$ cat src/rtl/ppc_pkg.sv
package ppc_pkg;
    localparam int CMD_W = 5;

    typedef enum logic [1:0] {
        ST_IDLE  = 2'd0,
        ST_PULSE = 2'd1,
        ST_GAP   = 2'd2
    } strobe_state_e;

    typedef struct packed {
        logic plot;
        logic spp;
    } mode_t;
endpackage

$ cat src/rtl/ppc_sync.sv
module ppc_sync #(
    parameter int WIDTH  = 4,
    parameter int STAGES = 2
) (
    input  logic             clk,
    input  logic             rst_n,
    input  logic [WIDTH-1:0] async_i,
    output logic [WIDTH-1:0] sync_o
);
    logic [WIDTH-1:0] stg_q [STAGES];

    genvar g;
    generate
        for (g = 0; g < STAGES; g++) begin : g_stage
            always_ff @(posedge clk or negedge rst_n) begin
                if (!rst_n) begin
                    stg_q[g] <= '0;
                end else if (g == 0) begin
                    stg_q[g] <= async_i;
                end else begin
                    stg_q[g] <= stg_q[(g > 0) ? g - 1 : 0];
                end
            end
        end
    endgenerate

    assign sync_o = stg_q[STAGES-1];
endmodule

$ cat src/rtl/ppc_strobe_fsm.sv
module ppc_strobe_fsm
    import ppc_pkg::*;
#(
    parameter int PULSE_CYCLES = 4
) (
    input  logic             clk,
    input  logic             rst_n,
    input  logic             cmd_valid,
    input  logic [CMD_W-1:0] cmd_bits,
    output logic [CMD_W-1:0] strobe_o
);
    localparam int CNT_W = (PULSE_CYCLES > 1) ? $clog2(PULSE_CYCLES) : 1;
    localparam logic [CNT_W-1:0] LAST = CNT_W'(PULSE_CYCLES - 1);

    strobe_state_e    state_q, state_d;
    logic [CMD_W-1:0] cur_q, cur_d;
    logic [CMD_W-1:0] pend_q, pend_d;
    logic [CNT_W-1:0] cnt_q, cnt_d;
    logic [CMD_W-1:0] new_cmd, pend_next;

    assign new_cmd   = cmd_valid ? cmd_bits : '0;
    assign pend_next = pend_q | new_cmd;

    always_comb begin
        state_d = state_q;
        cur_d   = cur_q;
        pend_d  = pend_q;
        cnt_d   = cnt_q;
        unique case (state_q)
            ST_IDLE: begin
                if (new_cmd != '0) begin
                    state_d = ST_PULSE;
                    cur_d   = new_cmd;
                    cnt_d   = LAST;
                end
            end
            ST_PULSE: begin
                pend_d = pend_next;
                if (cnt_q == '0) begin
                    state_d = (pend_next != '0) ? ST_GAP : ST_IDLE;
                end else begin
                    cnt_d = cnt_q - 1'b1;
                end
            end
            ST_GAP: begin
                state_d = ST_PULSE;
                cur_d   = pend_next;
                pend_d  = '0;
                cnt_d   = LAST;
            end
            default: state_d = ST_IDLE;
        endcase
    end

    always_ff @(posedge clk or negedge rst_n) begin
        if (!rst_n) begin
            state_q <= ST_IDLE;
            cur_q   <= '0;
            pend_q  <= '0;
            cnt_q   <= '0;
        end else begin
            state_q <= state_d;
            cur_q   <= cur_d;
            pend_q  <= pend_d;
            cnt_q   <= cnt_d;
        end
    end

    always_comb begin
        strobe_o = (state_q == ST_PULSE) ? cur_q : '0;
    end

    AST_PULSE_LOAD: assert property (@(posedge clk) disable iff (!rst_n)
        $rose(state_q == ST_PULSE) |-> cnt_q == LAST);
    AST_PULSE_HOLD: assert property (@(posedge clk) disable iff (!rst_n)
        (state_q == ST_PULSE && cnt_q != '0) |=> (state_q == ST_PULSE && $stable(strobe_o)));
    AST_GAP_QUIET: assert property (@(posedge clk) disable iff (!rst_n)
        (state_q == ST_GAP) |-> (strobe_o == '0 && $past(state_q) == ST_PULSE));
    AST_QUEUE_KEEP: assert property (@(posedge clk) disable iff (!rst_n)
        (state_q != ST_IDLE && cmd_valid && cmd_bits != '0)
            |=> (pend_q != '0 || $past(state_q) == ST_GAP));
endmodule

$ cat src/rtl/plotter_port_ctrl.sv
module plotter_port_ctrl
    import ppc_pkg::*;
#(
    parameter int PULSE_CYCLES = 4,
    parameter int SYNC_STAGES  = 2
) (
    input  logic       clk,
    input  logic       rst_n,
    input  logic       wr_en,
    input  logic [7:0] wr_data,
    output logic [7:0] rd_data,
    input  logic       dreq_i,
    input  logic       ready_i,
    input  logic       paper_i,
    input  logic       online_i,
    output logic       plot_mode_o,
    output logic       spp_mode_o,
    output logic [4:0] cmd_strobe_o
);
    localparam int LINES = 4;

    mode_t            mode_q;
    logic [LINES-1:0] lines_s;
    logic             ok_s;

    always_ff @(posedge clk or negedge rst_n) begin
        if (!rst_n) begin
            mode_q <= '0;
        end else if (wr_en) begin
            mode_q.plot <= wr_data[7];
            mode_q.spp  <= wr_data[6];
        end
    end

    ppc_sync #(.WIDTH(LINES), .STAGES(SYNC_STAGES)) u_sync (
        .clk     (clk),
        .rst_n   (rst_n),
        .async_i ({dreq_i, ready_i, paper_i, online_i}),
        .sync_o  (lines_s)
    );

    ppc_strobe_fsm #(.PULSE_CYCLES(PULSE_CYCLES)) u_fsm (
        .clk       (clk),
        .rst_n     (rst_n),
        .cmd_valid (wr_en),
        .cmd_bits  (wr_data[CMD_W-1:0]),
        .strobe_o  (cmd_strobe_o)
    );

    assign ok_s        = lines_s[1] & lines_s[0];
    assign rd_data     = {mode_q.plot, mode_q.spp, 1'b0, lines_s, ok_s};
    assign plot_mode_o = mode_q.plot;
    assign spp_mode_o  = mode_q.spp;

    AST_MODE_HOLD: assert property (@(posedge clk) disable iff (!rst_n)
        !wr_en |=> ($stable(plot_mode_o) && $stable(spp_mode_o)));
    AST_MODE_LOAD: assert property (@(posedge clk) disable iff (!rst_n)
        wr_en |=> (plot_mode_o == $past(wr_data[7]) && spp_mode_o == $past(wr_data[6])));
endmodule

$ cat config.mk
export PLATFORM = sky130hd
export DESIGN_NAME = plotter_port_ctrl
export DESIGN_NICKNAME = d
export VERILOG_FILES = /design/src/rtl/ppc_pkg.sv /design/src/rtl/ppc_sync.sv /design/src/rtl/ppc_strobe_fsm.sv /design/src/rtl/plotter_port_ctrl.sv
export SDC_FILE = /design/constraint.sdc
export NUM_CORES = 1
export LEC_CHECK = 0
export ABC_AREA = 0
export CAP_MARGIN = 20
export CORE_ASPECT_RATIO = 0.75
export CORE_MARGIN = 2
export CORE_UTILIZATION = 47
export DETAILED_ROUTE_END_ITERATION = 8
export PLACE_DENSITY = 0.85
export SLEW_MARGIN = 25
export SYNTH_ARGS = -nofsm -noshare
export SYNTH_HDL_FRONTEND = slang
export SYNTH_HIERARCHICAL = 1
export SYNTH_SLANG_ARGS = --single-unit
$ cat constraint.sdc
create_clock -name clk -period 2.28 [get_ports clk]
set_clock_uncertainty 0.1 [all_clocks]
set_input_delay 0.456 -clock clk [delete_from_list [all_inputs] [get_ports clk]]
set_output_delay 0.456 -clock clk [all_outputs]
set_load 0.05 [all_outputs]
* Word level (Yosys, flattened, before mapping) *
Index checks and enable logic that the tools add are counted.
W data, S select, Z words.

storage, ports and cells
  bits in registers = 24
  input port bits = 15
  output and inout port bits = 15
  word-level logic and storage cells = 38

cells by class
  $add $sub $neg = 1
  equal/unequal tests = 5
  multiplexer cells = 12
  bitwise logic cells = 2
  reductions and logical operators = 10

operators with widths
  cell                   number
  $pmux W5 S2            2
  $mux W5                3
  $pmux W2 S3            2
  $mux W2                5
  $reduce_bool A5 Y1     2
  $or A5 B5 Y5           1
  $logic_not A2 Y1       2
  $ne A2 B1 Y1 const B   2
  $reduce_and A2 Y1      2
  $reduce_bool A2 Y1     2
  $reduce_and A3 Y1      1
  $reduce_bool A3 Y1     1
  $eq A2 B1 Y1 const B   1
  $eq A2 B2 Y1 const B   1
  $ne A2 B2 Y1 const B   1
  $sub A2 B1 Y2 const B  1
  $and A1 B1 Y1          1

* Longest topological paths before layout *
  depth after elaboration = 6
  gate-level depth with buffers = 6
  depth with buffers taken out = 6

* Modules after synthesis *
The synthesis kept the hierarchy.

by module, submodules not included
  module             times used  cells an instance  area an instance (µm²)  seq. area each (µm²)
  ppc_strobe_fsm     1           82                 789.5                   350.3
  ppc_sync           1           12                 230.2                   200.2
  plotter_port_ctrl  1           10                 112.6                   50.0

* Least setup slack after synthesis *
Ideal clock, no wire load.

  kind = flip-flop to flip-flop
  start = reg u_fsm.state_q[0]
  end = reg u_fsm.cnt_q[0]
  library setup time = 0.099 ns
  arrival time = 1.526 ns
  required time = 2.081 ns
  path slack = 0.555 ns
  stages on the path, launching flop included = 7
  buffers on the path = 0
  clock period less this slack = 1.725 ns
  cell sequence = dfrtp_1 > inv_1 > ha_1 > nor3b_1 > a211oi_1 > and3_1 > a311oi_1

between the ends
  word-level cells in the longest chain between the ends = 3
  elaborated cells between the ends (all ways) = 8
  classes of those cells = 4 x eq/ne; 1 x mux; 3 x reduce/logical

RTL lines
  what                                                         RTL line              source
  start, declared                                              ppc_strobe_fsm.sv:15  strobe_state_e state_q, state_d;
  start signal, assigned                                       ppc_strobe_fsm.sv:62  state_q <= state_d;
  $eq A2 B1 Y1, or another cell as far along                   ppc_strobe_fsm.sv:29  unique case (state_q)
  $ne A2 B2 Y1 (no source line), or another cell as far along  -
  $reduce_and A3 Y1 (no source line)                           -
  end signal, assigned                                         ppc_strobe_fsm.sv:65  cnt_q <= cnt_d;
  end, declared                                                ppc_strobe_fsm.sv:18  logic [CNT_W-1:0] cnt_q, cnt_d;

Parallel ways exist; a longest one is shown, timed or not.
A chain may end at the register's enable or synchronous reset.

* Final worst setup path *
  start = reg u_sync.stg_q (netlist bit u_sync/sync_o[0])
  end = out rd_data[0]

between the ends
  word-level cells in the longest chain between the ends = 1

RTL lines
  what                             RTL line                 source
  start, declared                  ppc_sync.sv:10           logic [WIDTH-1:0] stg_q [STAGES];
  start signal, assigned by index  ppc_sync.sv:19           stg_q[g] <= async_i;
  start signal, assigned by index  ppc_sync.sv:21           stg_q[g] <= stg_q[(g > 0) ? g - 1 : 0];
  $and A1 B1 Y1                    plotter_port_ctrl.sv:50  assign ok_s = lines_s[1] & lines_s[0];
  end, declared                    plotter_port_ctrl.sv:11  output logic [7:0] rd_data,

No other way between the ends.

==> impl_metrics.json <==
{
  "combPwrFrac": 0.497,
  "clkSinkCount": 24,
  "cp-end-kind": "output pin",
  "grt_max_degree": 25,
  "layout.nets": 150,
  "htreeDepth": 1,
  "synth_top_area_frac": 0.530,
  "rr_worst_depth": 6,
  "yosysSeqAreaShare": 0.530,
  "antenna_found_initial": 0,
  "synth_warnings": 6,
  "synth_largest_area_cell": "dfrtp_1",
  "cts_tree": "yes",
  "fin_area_sq_mm": 0.00149,
  "r2r-start": "u_fsm/state_q[0]$_DFFE_PN0P_",
  "finalCriticalPeriod_ns": 2.14,
  "switching_power_mw": 0.685,
  "most-common-layout-cells": "24 x dfrtp_1, 22 x clkdlybuf4s50_1, 16 x a21oi_1",
  "crit_chain": "and2_1 > clkdlybuf4s50_1",
  "root_buffer": "clkbuf_4",
  "synth_area_sq_mm": 0.00113,
  "routed_wl_microns": 2270,
  "critPathLaunchType": "register",
  "syn_to_final_growth_pct": 31.8,
  "wl_per_cell_microns": 13.9,
  "vias_per_cell": 5.26,
  "ys_ff_latch": 24,
  "crit_path_max_fanout": 2,
  "p_total_mw": 1.70,
  "dpl.hpwl_microns": 1810,
  "final_layout_size_suffix_gt1_frac": 0.147,
  "rsz0062_at_grt": "no",
  "synth_area_leaders": "dfrtp_1 53%, a21oi_1 7.1%, ha_1 5.5%",
  "cts_buffers": 3,
  "vias": 857,
  "setup_tns_ns": 0,
  "grt_pass1_wl_microns": 3770,
  "maxCapViolations": 0,
  "die_height_microns": 46.5,
  "power.density_mw_per_mm2": 1140,
  "synth_nets": 124,
  "total_leakage_power_nw": 0.625,
  "swShare": 0.403,
  "dieArea_sq_mm": 0.00282,
  "ys_types": 31,
  "clkPwrFrac": 0.127,
  "p_int_mw": 1.01,
  "ios": 30,
  "start_util": 0.495,
  "clkLatencyLatePin_ns": 0.31,
  "arrival_ns": 1.58,
  "max_freq_mhz": 467,
  "grt_overflow_total": 0,
  "finalSetupViolations": 0,
  "hp-class": "register to register",
  "cts_hold_buf": 0,
  "drv_slew": 0,
  "endpoint": "rd_data[0]",
  "track_usage": 0.189,
  "n_fill_cell": 190,
  "row_count": 15,
  "clkTransAtPathRegs_ns": 0.12,
  "coreArea_sq_mm": 0.00229,
  "criticalPathCategory": "register to output pin",
  "mostFrequentLayoutCell": "dfrtp_1",
  "diodes": 0,
  "required_ns": 1.72,
  "slowest_stage": "clkdlybuf4s50_1",
  "firstDrtPassIters": 5,
  "post_cts_buffers": 0,
  "timing.hold.ws_ns": 0.263,
  "cp.depth": 2,
  "status": "complete, no violations",
  "clock_path_buffers": 2,
  "initialDrtViolationCount": 21,
  "dpl_cell_area_sq_mm": 0.00146,
  "r2r-end": "u_fsm/cnt_q[0]$_DFFE_PN0P_",
  "ir_worst_vdd_mv": 0.548,
  "io_buffers": 27,
  "hold_violations": 0,
  "synth.avg_cell_area_sq_um": 10.9,
  "drtAntennaViolNets": 0,
  "regToRegSetupSlack_ns": 0.29,
  "tightest_slew_ns": 0.516,
  "cts_resized": 0,
  "gp_congestion": 0.875,
  "syn_inst": 104,
  "die_w_microns": 60.7,
  "cp-startpoint": "u_sync/sync_o[0]$_DFF_PN0_",
  "path_buf_inv": 1,
  "slew_headroom": 0.655,
  "max_stage_delay_ns": 0.79,
  "path_delay_family": "buffers and inverters",
  "grt_pass1_vias": 834,
  "seqPwrFrac": 0.376,
  "drc_errors": 0,
  "period_share": 0.939
}
## worst min path at each step
| stage | start | end | slack (ns) | depth (start not counted) |
|---|---|---|---|---|
| 2_1_floorplan | rst_n | plot_mode_o$_DFFE_PN0P_ | 0.06 | 0 |
| 3_3_place_gp | u_sync/stg_q[7]$_DFF_PN0_ | u_sync/sync_o[3]$_DFF_PN0_ | 0.23 | 0 |
| 3_5_place_dp | u_sync/stg_q[6]$_DFF_PN0_ | u_sync/sync_o[2]$_DFF_PN0_ | 0.24 | 0 |
| 4_1_cts | u_sync/stg_q[6]$_DFF_PN0_ | u_sync/sync_o[2]$_DFF_PN0_ | 0.26 | 0 |
| 5_1_grt | u_sync/stg_q[6]$_DFF_PN0_ | u_sync/sync_o[2]$_DFF_PN0_ | 0.27 | 0 |
| 6_report | u_sync/stg_q[6]$_DFF_PN0_ | u_sync/sync_o[2]$_DFF_PN0_ | 0.26 | 0 |
## cell usage after synthesis
master and count:
a211o_2 1, a211oi_1 1, a21oi_1 16, a21oi_2 1, a22oi_1 5, a311o_1 1
a311oi_1 1, a31oi_1 1, a32o_1 1, and2_1 7, and2b_1 1, and3_1 1
buf_2 1, buf_4 8, clkbuf_1 1, conb_1 1, dfrtp_1 24, ha_1 5
inv_1 5, mux2_2 2, mux2i_1 1, nand2_1 1, nor2_1 8, nor2b_1 1
nor3_1 1, nor3b_1 1, nor4_1 1, o21ai_0 3, o21ai_4 1, or4_1 1
or4_4 1
## power by group through the flow
| stage | Sequential (mW) | Combinational, mW | Clock, mW |
|---|---|---|---|
| floorplan | 0.629 | 0.523 | 0 |
| global placement | 0.633 | 0.816 | 0 |
| detailed placement | 0.646 | 0.846 | 0 |
| CTS | 0.637 | 0.848 | 0.222 |
| global route | 0.652 | 0.911 | 0.243 |
| finish | 0.639 | 0.844 | 0.216 |
## cell type report
type                            count  area, sq um  share of cell area
Multi-Input combinational cell     65          444               0.298
Tap cell                           34         42.5              0.0285
Timing Repair Buffer               31          350               0.235
Clock buffer                        4         36.3              0.0243
Inverter                            5         18.8              0.0126
Sequential cell                    24          601               0.402
## per-layer routing
metal	GRT usage	share of wire	routed length (microns)
met1	0.224	0.43	981
met2	0.340	0.51	1160
met3	0.0590	0.048	109
met4	0.0391	0.0071	16
met5	0	0	0
## worst register-to-register path, cell delays in order (launching register included)
cell and delay [ns]:
dfrtp_1 0.45, inv_1 0.10, ha_1 0.26, nor3b_1 0.36
a211oi_1 0.20, and3_1 0.23, a311oi_1 0.21
## per-stage QoR
stage / utilization / setup WS, ns / instances
after floorplan: - / 0.555 / 104
after global placement: 0.636 / 0.0987 / 159
after detailed placement: 0.636 / 0.0707 / 159
after CTS: 0.652 / 0.117 / 163
after global routing: 0.652 / 0.0542 / 163
final: 0.652 / 0.140 / 163
## flip-flops by register name, summed over array words and instances (netlist names)
name,count
u_fsm/cur_q,5
u_fsm/pend_q,5
u_sync/stg_q,4
u_sync/sync_o,4
u_fsm/cnt_q,2
u_fsm/state_q,2
plot_mode_o,1
spp_mode_o,1
## kinds of logic after synthesis
kind of cell / synth area share
adder cells (fa/ha/maj): 0.0552
flip-flops: 0.530
AO/OA/AOI/OAI: 0.186
multiplexers: 0.0287
AND/OR/NAND/NOR: 0.119
buffers and inverters: 0.0773
other: 0.00331
Note: power is estimated with default switching activity, not from simulation.
